[config.mk]
export PLATFORM = sky130hd
export DESIGN_NAME = flash_rww_ctrl
export DESIGN_NICKNAME = d
export VERILOG_FILES = /design/src/rtl/frww_pkg.sv /design/src/rtl/frww_addr_stage.sv /design/src/rtl/frww_rdata_hold.sv /design/src/rtl/frww_access_seq.sv /design/src/rtl/flash_rww_ctrl.sv
export SDC_FILE = /design/constraint.sdc
export NUM_CORES = 1
export LEC_CHECK = 0
export BUFFER_PORTS_ARGS = -buffer_cell sky130_fd_sc_hd__buf_2
export CORE_MARGIN = 8
export CORE_UTILIZATION = 41
export DETAILED_ROUTE_END_ITERATION = 8
export PLACE_DENSITY_LB_ADDON = 0.25
export SETUP_SLACK_MARGIN = 0.4
export SYNTH_ARGS = -nofsm -noshare
export SYNTH_HDL_FRONTEND = slang
export SYNTH_SLANG_ARGS = --single-unit
[constraint.sdc]
create_clock -name hclk -period 2 [get_ports hclk]
set_clock_uncertainty 0.15 [all_clocks]
set_input_delay 0.2 -clock hclk [delete_from_list [all_inputs] [get_ports hclk]]
set_output_delay 0.2 -clock hclk [all_outputs]
set_load 0.1 [all_outputs]
[src/rtl/frww_pkg.sv]
package frww_pkg;

  typedef enum logic [2:0] {
    ST_IDLE,
    ST_ACCESS,
    ST_ABORT,
    ST_HOLD,
    ST_DONE,
    ST_ERR1,
    ST_ERR2
  } seq_state_e;

  localparam logic [1:0] HT_NONSEQ = 2'b10;
  localparam logic [1:0] HT_SEQ    = 2'b11;

  // upper policy bits 10: cancel the high-voltage operation
  function automatic logic pol_terminates(input logic [2:0] pol);
    return pol[2:1] == 2'b10;
  endfunction

  // policy bit 0 low: send a notification pulse
  function automatic logic pol_notifies(input logic [2:0] pol);
    return ~pol[0];
  endfunction

endpackage

[src/rtl/frww_addr_stage.sv]
module frww_addr_stage
  import frww_pkg::*;
#(
  parameter int ADDR_W = 16
) (
  input  logic              clk,
  input  logic              rst_n,
  input  logic              hsel,
  input  logic              hready_in,
  input  logic [1:0]        htrans,
  input  logic              hwrite,
  input  logic [ADDR_W-1:0] haddr,
  input  logic              slot_free,
  output logic              accept,
  output logic [ADDR_W-1:0] bank_addr
);

  logic              is_read;
  logic [ADDR_W-1:0] addr_q;
  logic [ADDR_W-1:0] addr_d;

  always_comb begin
    is_read = hsel && hready_in && !hwrite &&
              ((htrans == HT_NONSEQ) || (htrans == HT_SEQ));
    accept  = is_read && slot_free;
    addr_d  = accept ? haddr : addr_q;
  end

  always_ff @(posedge clk or negedge rst_n) begin
    if (!rst_n) addr_q <= '0;
    else        addr_q <= addr_d;
  end

  assign bank_addr = addr_q;

  // a stalled bus never moves the bank address
  p_addr_hold_r8: assert property (@(posedge clk) disable iff (!rst_n)
    !slot_free |=> $stable(bank_addr));

endmodule

[src/rtl/frww_rdata_hold.sv]
module frww_rdata_hold #(
  parameter int DATA_W = 32
) (
  input  logic              clk,
  input  logic              rst_n,
  input  logic              cap_en,
  input  logic [DATA_W-1:0] bk_rdata,
  output logic [DATA_W-1:0] hrdata
);

  logic [DATA_W-1:0] data_q;
  logic [DATA_W-1:0] data_d;

  always_comb data_d = cap_en ? bk_rdata : data_q;

  always_ff @(posedge clk or negedge rst_n) begin
    if (!rst_n) data_q <= '0;
    else        data_q <= data_d;
  end

  assign hrdata = data_q;

endmodule

[src/rtl/frww_access_seq.sv]
module frww_access_seq
  import frww_pkg::*;
#(
  parameter int READ_WAIT = 2
) (
  input  logic       clk,
  input  logic       rst_n,
  input  logic       accept,
  input  logic [2:0] policy,
  input  logic       bk_done,
  input  logic       bk_xfr_err,
  output logic       bk_rd_en,
  output logic       bk_abort,
  output logic       slot_free,
  output logic       err_resp,
  output logic       cap_en,
  output logic       irq_term,
  output logic       irq_stall
);

  localparam int              CNT_W    = (READ_WAIT > 0) ? $clog2(READ_WAIT + 1) : 1;
  localparam logic [CNT_W-1:0] CNT_LAST = CNT_W'(READ_WAIT);

  seq_state_e       st_q, st_d;
  logic [CNT_W-1:0] cnt_q, cnt_d;
  logic             cnt_en;
  logic             term_d, term_q;
  logic             stall_d, stall_q;
  logic             last_beat;

  assign last_beat = (cnt_q == CNT_LAST);

  // next-state process
  always_comb begin
    st_d    = st_q;
    cnt_d   = cnt_q;
    cnt_en  = 1'b0;
    term_d  = 1'b0;
    stall_d = 1'b0;
    case (st_q)
      ST_IDLE, ST_DONE, ST_ERR2: begin
        // a new read starts directly from a completion cycle
        cnt_en = 1'b1;
        cnt_d  = '0;
        st_d   = accept ? ST_ACCESS : ST_IDLE;
      end
      ST_ACCESS: begin
        cnt_en = 1'b1;
        if (!bk_done) begin
          cnt_d = '0;
          if (pol_terminates(policy)) begin
            st_d   = ST_ABORT;
            term_d = pol_notifies(policy);
          end else begin
            st_d    = ST_HOLD;
            stall_d = pol_notifies(policy);
          end
        end else if (last_beat) begin
          cnt_d = '0;
          st_d  = bk_xfr_err ? ST_ERR1 : ST_DONE;
        end else begin
          cnt_d = cnt_q + 1'b1;
        end
      end
      ST_ABORT, ST_HOLD: begin
        if (bk_done) begin
          cnt_en = 1'b1;
          cnt_d  = '0;
          st_d   = ST_ACCESS;
        end
      end
      ST_ERR1: st_d = ST_ERR2;
      default: st_d = ST_IDLE;
    endcase
  end

  // register process
  always_ff @(posedge clk or negedge rst_n) begin
    if (!rst_n) begin
      st_q    <= ST_IDLE;
      cnt_q   <= '0;
      term_q  <= 1'b0;
      stall_q <= 1'b0;
    end else begin
      st_q    <= st_d;
      term_q  <= term_d;
      stall_q <= stall_d;
      if (cnt_en) cnt_q <= cnt_d;
    end
  end

  assign bk_rd_en  = (st_q == ST_ACCESS);
  assign bk_abort  = (st_q == ST_ABORT);
  assign slot_free = (st_q == ST_IDLE) || (st_q == ST_DONE) || (st_q == ST_ERR2);
  assign err_resp  = (st_q == ST_ERR1) || (st_q == ST_ERR2);
  assign cap_en    = (st_q == ST_ACCESS) && bk_done && last_beat && !bk_xfr_err;
  assign irq_term  = term_q;
  assign irq_stall = stall_q;

  // a conflict ends the access and keeps the bus stalled
  p_conflict_stops_r4: assert property (@(posedge clk) disable iff (!rst_n)
    (bk_rd_en && !bk_done) |=> (!bk_rd_en && !slot_free));

  // abort and read are never driven together
  p_abort_excl_r5: assert property (@(posedge clk) disable iff (!rst_n)
    bk_abort |-> !bk_rd_en);

  // abort persists while the bank is still busy
  p_abort_hold_r5: assert property (@(posedge clk) disable iff (!rst_n)
    (bk_abort && !bk_done) |=> bk_abort);

  // abort drops as the retry read issues
  p_abort_retry_r5: assert property (@(posedge clk) disable iff (!rst_n)
    (bk_abort && bk_done) |=> (!bk_abort && bk_rd_en));

  // termination pulse is one cycle, inside the abort window
  p_term_pulse_r6: assert property (@(posedge clk) disable iff (!rst_n)
    irq_term |=> !irq_term);
  p_term_in_abort_r6: assert property (@(posedge clk) disable iff (!rst_n)
    irq_term |-> bk_abort);

  // stall pulse only while waiting with an idle bank
  p_stall_quiet_r7: assert property (@(posedge clk) disable iff (!rst_n)
    irq_stall |-> (!bk_abort && !bk_rd_en && !irq_term));
  p_stall_pulse_r7: assert property (@(posedge clk) disable iff (!rst_n)
    irq_stall |=> !irq_stall);

  // error response is the two-cycle sequence
  p_err_seq_r9: assert property (@(posedge clk) disable iff (!rst_n)
    (err_resp && !slot_free) |=> (err_resp && slot_free));

endmodule

[src/rtl/flash_rww_ctrl.sv]
module flash_rww_ctrl #(
  parameter int ADDR_W    = 16,
  parameter int DATA_W    = 32,
  parameter int READ_WAIT = 2
) (
  input  logic              hclk,
  input  logic              hresetn,
  input  logic              hsel,
  input  logic              hready_in,
  input  logic [1:0]        htrans,
  input  logic [ADDR_W-1:0] haddr,
  input  logic              hwrite,
  output logic [DATA_W-1:0] hrdata,
  output logic              hready_out,
  output logic              hresp,
  input  logic [2:0]        rww_policy,
  output logic [ADDR_W-1:0] bk_addr,
  output logic              bk_rd_en,
  input  logic [DATA_W-1:0] bk_rdata,
  input  logic              bk_xfr_err,
  input  logic              bk_done,
  output logic              bk_abort,
  output logic              irq_stall,
  output logic              irq_term
);

  logic [1:0] rst_pipe_q;
  logic       rst_n_core;
  logic       accept;
  logic       slot_free;
  logic       err_resp;
  logic       cap_en;

  // asynchronous assertion, synchronous release
  always_ff @(posedge hclk or negedge hresetn) begin
    if (!hresetn) rst_pipe_q <= '0;
    else          rst_pipe_q <= {rst_pipe_q[0], 1'b1};
  end
  assign rst_n_core = rst_pipe_q[1];

  frww_addr_stage #(.ADDR_W(ADDR_W)) u_addr (
    .clk       (hclk),
    .rst_n     (rst_n_core),
    .hsel      (hsel),
    .hready_in (hready_in),
    .htrans    (htrans),
    .hwrite    (hwrite),
    .haddr     (haddr),
    .slot_free (slot_free),
    .accept    (accept),
    .bank_addr (bk_addr)
  );

  frww_access_seq #(.READ_WAIT(READ_WAIT)) u_seq (
    .clk        (hclk),
    .rst_n      (rst_n_core),
    .accept     (accept),
    .policy     (rww_policy),
    .bk_done    (bk_done),
    .bk_xfr_err (bk_xfr_err),
    .bk_rd_en   (bk_rd_en),
    .bk_abort   (bk_abort),
    .slot_free  (slot_free),
    .err_resp   (err_resp),
    .cap_en     (cap_en),
    .irq_term   (irq_term),
    .irq_stall  (irq_stall)
  );

  frww_rdata_hold #(.DATA_W(DATA_W)) u_rdata (
    .clk      (hclk),
    .rst_n    (rst_n_core),
    .cap_en   (cap_en),
    .bk_rdata (bk_rdata),
    .hrdata   (hrdata)
  );

  assign hready_out = slot_free;
  assign hresp      = err_resp;

  // OKAY only while waiting, unless the error sequence is running
  p_okay_while_busy_r8: assert property (@(posedge hclk) disable iff (!rst_n_core)
    (bk_rd_en || bk_abort) |-> (!hresp && !hready_out));

endmodule

==> results.cfg, run 1 <==
[setup_path]
critPathTopFamily = flip-flops
required_ps = 2070
crit_chain = nor2b_4 -> and2_4 -> nand4b_4 -> buf_12 -> buf_16 -> mux2_4
crit_buf_inv = 2
critPathCaptureType = register
worst-setup-path-type = register to register
r2r_setup_slack_ps = 320
critical_path_arrival_ps = 1750
slowest_delay_ps = 410
cp_slowest_cell = dfrtp_1
cp-start-kind = register
cp_max_fo = 8

[floorplanning]
core_area_um2 = 5780
fp.dieW_um = 92.5
die_y_um = 92.5
io_pins = 114
die-area_um2 = 8560
start_util_pct = 41.5
std_cell_rows = 28

[sta]
finalSetupViolations = 0
finalHoldViolCount = 0
period_needed_ps = 1680
timing.fmax_ghz = 0.596
slew_viol_final = 0
tightest_slew_ps = 512
grt_setup_unrepaired = yes
setup_tns_ps = 0
slew_headroom_pct = 66.1
finalCritPeriodShare_pct = 83.8

[clock_network]
clock_path_buffers = 2
numCtsBuffers = 9
cts_tree = yes
htree_levels = 3
clockRootBuffer = clkbuf_8
clock_latency_ps = 330
path_clk_slew_ps = 70
cts_sinks = 57

[cells_and_area]
fillers = 387
utilization_pct = 71.3
synthToLayoutAreaGrowth_pct = 71.8
nets = 400
diodes = 0
multi_input_area_um2 = 965
seqCellArea_um2 = 1430
layout-drive-gt1-share_pct = 60.8
stdcell_count = 419

[synthesis]
synth_common_cells = dfrtp_1, mux2_4, mux2_2, nor2_1, o21ai_0
ys_ff_latch = 57
synthesis.area_um2 = 2400
synth_top_area_cell = dfrtp_1
synth.distinct_cells = 27
synthTopCellsByArea = dfrtp_1, mux2_4, mux2_2
postSynthAreaPerCell_um2 = 15.6
ys_seq_area_share_pct = 59.4
synth_top_cell_area_share_pct = 59.4
synthFlopType = dfrtp_1
ys_warn_count = 0
synthesis.nets = 214
synth.most_common_cell = dfrtp_1
synth-edff-count = 0
syn_inst = 154
synthArstFlopShare_pct = 100

[route]
avgViaCountPerCell = 4.56
via_count = 1912
dr.pass1.iters = 4
drt_iter0_markers = 20
wl_per_cell_um = 16.6
drc_errors = 0
drt_wl_total_mm = 6.97
ant_nets = 0

[flow_run]
cap_viol_max_count = 0

[status]
status = complete, no violations

[placement]
routabilityCongestion = 0.713
portBuffers = 112
dp.cells = 340
place_hpwl_mm = 4.15

[global_route]
grt_use_total_pct = 17.0
grt_pass1_wl_mm = 11.2
grt_pass1_vias = 2173
antenna_found_initial = 0
grt_max_degree = 30
grt-ovfl-total = 0

[hold_path]
hold_class = register to asynchronous set/reset pin
## cell families after synthesis
group,after synthesis,synth area share [%]
and+or+nand+nor,24,6.62
other,1,0.156
muxes,49,27.7
DFF,57,59.4
xor gates and xnor gates,1,0.365
AOI/OAI and AO/OA,12,3.02
buffers and inverters,10,2.71
## metrics by stage
step | instance area [um2] | hold WS [ps] | setup WS, ps
global placement | 3130 | -163 | 340
detailed placement | 3130 | -162 | 284
global route | 4120 | 45.8 | 260
CTS | 4090 | 15.5 | 311
floorplan | 2430 | -246 | 171
finish | 4120 | 26.1 | 324
## layout by cell type, fill, tap and decap left out, types with 2 or more instances in the layout
cell	n
nor2_4	3
dfrtp_1	56
buf_6	4
bufinv_16	2
mux2_2	18
buf_2	108
nor2b_4	2
nor2_1	3
nand2b_1	2
buf_4	9
mux2_4	31
nand2_1	3
a22o_1	3
and2_4	2
dlygate4sd3_1	51
clkbuf_8	11
o21ai_0	5
buf_16	3
buf_12	7
a21oi_1	3
## repair_timing
| item | in CTS | in global routing |
|---|---|---|
| resized for setup | 20 | 5 |
| pin swaps | 4 | 1 |
| endpoints found under the hold margin | 51 | 0 |
| setup endpoints to repair | 52 | 54 |
| hold buffers | 51 | 0 |
| cloned | 3 | 0 |
| buffers inserted | 8 | 2 |
## metal layers
metal / up-vias / GRT usage, % / routed length (um)
met1: 918 / 19.2 / 2690
met5: - / 0 / 0
met2: 78 / 27.7 / 3480
met4: 0 / 5.77 / 117
met3: 9 / 7.85 / 682
li1: 907 / - / -
## worst paths after layout
check	from	end	depth (start not counted)
hold reg to reg	rst_pipe_q[1]	u_rdata.hrdata[30]	0
hold / removal	rst_pipe_q[1]	u_rdata.hrdata[30]	0
max in group asynchronous	rst_pipe_q[1]	u_rdata.hrdata[4]	1
min in group hclk	rww_policy[2]	u_seq.irq_stall	3
setup reg to reg	u_seq.st_q[2]	u_rdata.hrdata[9]	6
setup / recovery	u_seq.st_q[2]	u_rdata.hrdata[9]	6
## sequential cells by signal (all words and copies together) (netlist names)
name	count
u_seq.irq_stall	1
u_seq.cnt_q	2
rst_pipe_q	2
u_seq.irq_term	1
u_seq.st_q	3
u_addr.bank_addr	16
u_rdata.hrdata	32
## worst register-to-register path, delay by kind of cell, from the launching register on
| kind | cells | cell delay [ps] |
|---|---|---|
| buffers and inverters | 2 | 310 |
| flip-flops | 1 | 410 |
| multiplexers | 1 | 300 |
| AND/OR/NAND/NOR | 3 | 390 |
## area by class of cell
type                    count  area share, %
multi-input cells          87           23.4
well taps                  75           2.28
clock inverters             4           1.85
repair buffers            183           34.0
flip-flops and latches     57           34.6
inverters                   2          0.182
clock buffers              11           3.67
Power of run 1 is left out: the tool's default activity adds up to more than one toggle a clock period on the data nets, which glitch-free logic cannot reach.
==> run 2: changes to the inputs <==
--- a/config.mk
+++ b/config.mk
@@ -7,7 +7,7 @@
 export LEC_CHECK = 0
 export BUFFER_PORTS_ARGS = -buffer_cell sky130_fd_sc_hd__buf_2
 export CORE_MARGIN = 8
-export CORE_UTILIZATION = 41
+export CORE_UTILIZATION = 45
 export DETAILED_ROUTE_END_ITERATION = 8
 export PLACE_DENSITY_LB_ADDON = 0.25
 export SETUP_SLACK_MARGIN = 0.4
==> constraint.sdc (replaced) <==
create_clock -name hclk -period 1.6 [get_ports hclk]
set_clock_uncertainty 0.15 [all_clocks]
set_input_delay 0.16 -clock hclk [delete_from_list [all_inputs] [get_ports hclk]]
set_output_delay 0.16 -clock hclk [all_outputs]
set_load 0.1 [all_outputs]
==> results.cfg, run 2 <==
[clock_network]
htree_levels = 3
clock_path_buffers = 2
clockRootBuffer = clkbuf_8
numCtsBuffers = 9
cts_sinks = 57

[status]
firstError = [ERROR DPL-0038] Utilization greater than 100%, impossible to legalize
status = did not finish
stop_stage = global routing

[placement]
portBuffers = 112
place_hpwl_mm = 4.35
routabilityCongestion = 0.832
post_dp_cell_area_um2 = 3250

[floorplanning]
start_util_pct = 46.7
fp.dieW_um = 89.0
die_y_um = 89.0
std_cell_rows = 26
io_pins = 114

[synthesis]
synthTopCellsByArea = dfrtp_1, mux2_4, mux2_2
synth.most_common_cell = dfrtp_1
synthesis.area_um2 = 2400
synthArstFlopShare_pct = 100
synth_top_area_cell = dfrtp_1
postSynthAreaPerCell_um2 = 15.6
ys_warn_count = 0
synthesis.nets = 214
synth_common_cells = dfrtp_1, mux2_4, mux2_2, nor2_1, o21ai_0
synth_top_cell_area_share_pct = 59.4
syn_inst = 154
ys_seq_area_share_pct = 59.4
ys_ff_latch = 57
synthFlopType = dfrtp_1
synth-edff-count = 0
synth.distinct_cells = 27

[sta]
endpoint_type = output port
crit_endpoint = hresp

[global_route]
grt_max_degree = 45
[run 2: repair_timing]
| action | in CTS |
|---|---|
| setup buffers | 17 |
| endpoints found under the setup margin | 106 |
| resized for setup | 214 |
| hold endpoints to repair | 51 |
| pin swaps | 5 |
| hold buffers | 52 |
[run 2: metrics by stage]
stage	hold WS, ps	setup TNS, ps	util (%)	std cells	worst slack, ps
after global placement	-205	0	63.2	341	23.8
after CTS	15.8	-1730	95.5	426	-126
after floorplan	-286	-8790	-	154	-228
after detailed placement	-204	-4.56	63.2	341	-3.02
[run 2: cell families after synthesis]
logic type | count (synthesis) | synth area share (%)
flops | 57 | 59.4
mux | 49 | 27.7
simple gates | 24 | 6.62
compound gates | 12 | 3.02
buf+inv | 10 | 2.71
xor+xnor | 1 | 0.365
other cells | 1 | 0.156
==> run 3: changes to the inputs <==
--- a/config.mk
+++ b/config.mk
@@ -7,10 +7,9 @@
 export LEC_CHECK = 0
 export BUFFER_PORTS_ARGS = -buffer_cell sky130_fd_sc_hd__buf_2
 export CORE_MARGIN = 8
-export CORE_UTILIZATION = 45
+export CORE_UTILIZATION = 30
 export DETAILED_ROUTE_END_ITERATION = 8
-export PLACE_DENSITY_LB_ADDON = 0.25
-export SETUP_SLACK_MARGIN = 0.4
+export PLACE_DENSITY_LB_ADDON = 0.15
 export SYNTH_ARGS = -nofsm -noshare
 export SYNTH_HDL_FRONTEND = slang
 export SYNTH_SLANG_ARGS = --single-unit
==> results.cfg, run 3 (synthesis results as in run 1) <==
[sta]
setup_slack_ps = -94.0
timing.fmax_ghz = 0.590
grt_setup_unrepaired = yes
period_needed_ps = 1690
finalHoldViolCount = 0
finalCritPeriodShare_pct = 106
slew_viol_final = 0
finalSetupViolations = 51

[global_route]
grt_busiest_layer = met2
use_met1_pct = 14.7
grt-ovfl-total = 0
grt_pass1_vias = 2144
grt_pass1_wl_mm = 11.2
gr-usage-met2_pct = 20.1
antenna_found_initial = 1
grt_use_total_pct = 12.4
gr-usage-met3_pct = 3.90
grt_max_degree = 56

[clock_network]
path_clk_slew_ps = 60
clock_path_buffers = 2
numCtsBuffers = 9
cts_tree = yes
clockRootBuffer = clkbuf_8
htree_levels = 3
cts_sinks = 57
clock_latency_ps = 330

[cells_and_area]
most-common-layout-cells = buf_2, dfrtp_1, dlygate4sd3_1
largest_reg_flops = 32
synthToLayoutAreaGrowth_pct = 73.4
layout-drive-gt1-share_pct = 60.9
final_common_cell = buf_2
stdcell_count = 453
fillers = 682
nets = 405

[floorplanning]
die-area_um2 = 11100
std_cell_rows = 32
fp.dieW_um = 105
start_util_pct = 31.1
io_pins = 114
die_y_um = 105
core_area_um2 = 7730

[placement]
place_hpwl_mm = 4.48
portBuffers = 112
dp.cells = 377
routabilityCongestion = 0.691

[setup_path]
worst-setup-path-type = register to register
critical_path_arrival_ps = 1750
slowest_delay_ps = 420
cp_max_fo = 13
r2r_setup_slack_ps = -90
cp_slowest_cell = dfrtp_1
cp-start-kind = register
r2r_start = u_seq.st_q[2]
crit_chain = nor2b_4 -> and2_4 -> nand4b_4 -> buf_12 -> mux2_4
critPathCaptureType = register
required_ps = 1650
worst-r2r-cell-count = 5
r2r_end = u_rdata.hrdata[20]

[route]
drt_iter0_markers = 45
drt_wl_total_mm = 6.64
avgViaCountPerCell = 4.24
via_count = 1919
wl_per_cell_um = 14.7
drc_errors = 0
dr.pass1.iters = 4
ant_nets = 0

[status]
violations = negative setup slack
status = finished, violations left

[flow_run]
cap_viol_max_count = 0

[hold_path]
hold_class = primary input to asynchronous set/reset pin
[run 3: worst max-delay path: cells and delay by family (launching register included)]
family | cells | cell delay (ps)
buffers and inverters | 1 | 230
flip-flops | 1 | 420
multiplexers | 1 | 300
AND/OR/NAND/NOR | 3 | 480
[run 3: layout make-up]
class | count | area (um2) | area share [%]
timing repair buffer | 188 | 1410 | 33.8
multi-input combinational | 87 | 1020 | 24.4
tap | 102 | 128 | 3.07
clock buffer | 11 | 141 | 3.40
inverter | 2 | 7.51 | 0.180
sequential | 57 | 1430 | 34.3
antenna | 1 | 2.50 | 0.0602
clock inverter | 5 | 31.3 | 0.752
[run 3: worst max-delay path by stage]
stage                  start                  to  depth (start not counted)
2_1_floorplan  u_seq.st_q[2]            bk_abort                          3
3_3_place_gp   u_seq.st_q[2]   u_rdata.hrdata[7]                          5
3_5_place_dp   u_seq.st_q[2]   u_rdata.hrdata[7]                          5
4_1_cts        u_seq.st_q[2]  u_rdata.hrdata[14]                          5
5_1_grt        u_seq.st_q[0]  u_rdata.hrdata[15]                          5
6_report       u_seq.st_q[2]  u_rdata.hrdata[20]                          5
[run 3: metal layers]
layer  vias up  routed length, um  part of all wire, %
met5         -                  0                    0
met4         0                121                  1.8
met3        11                409                  6.2
met2        55               3290                   50
met1       936               2820                   42
li1        917                  -                    -
[run 3: stage by stage]
stage	area, um2	TNS [ps]	worst slack [ps]	hold WS [ps]	utilization (%)
after floorplan	2420	-7860	-240	-286	-
after global placement	3280	-1760	-75.2	-205	42.5
after detailed placement	3280	-2790	-104	-198	42.5
after global routing	4160	-6610	-171	23.7	53.8
final	4160	-2920	-94.0	29.1	53.8
after CTS	4100	-3690	-111	10.8	53.0
[run 3: repair_timing]
action	4_1_cts	5_1_grt
setup endpoints to repair	36	52
pin swaps	2	3
gates resized for setup	19	15
hold buffers	51	0
hold endpoints to repair	52	0
setup buffers	8	0
Power of run 3 is left out for the same reason.
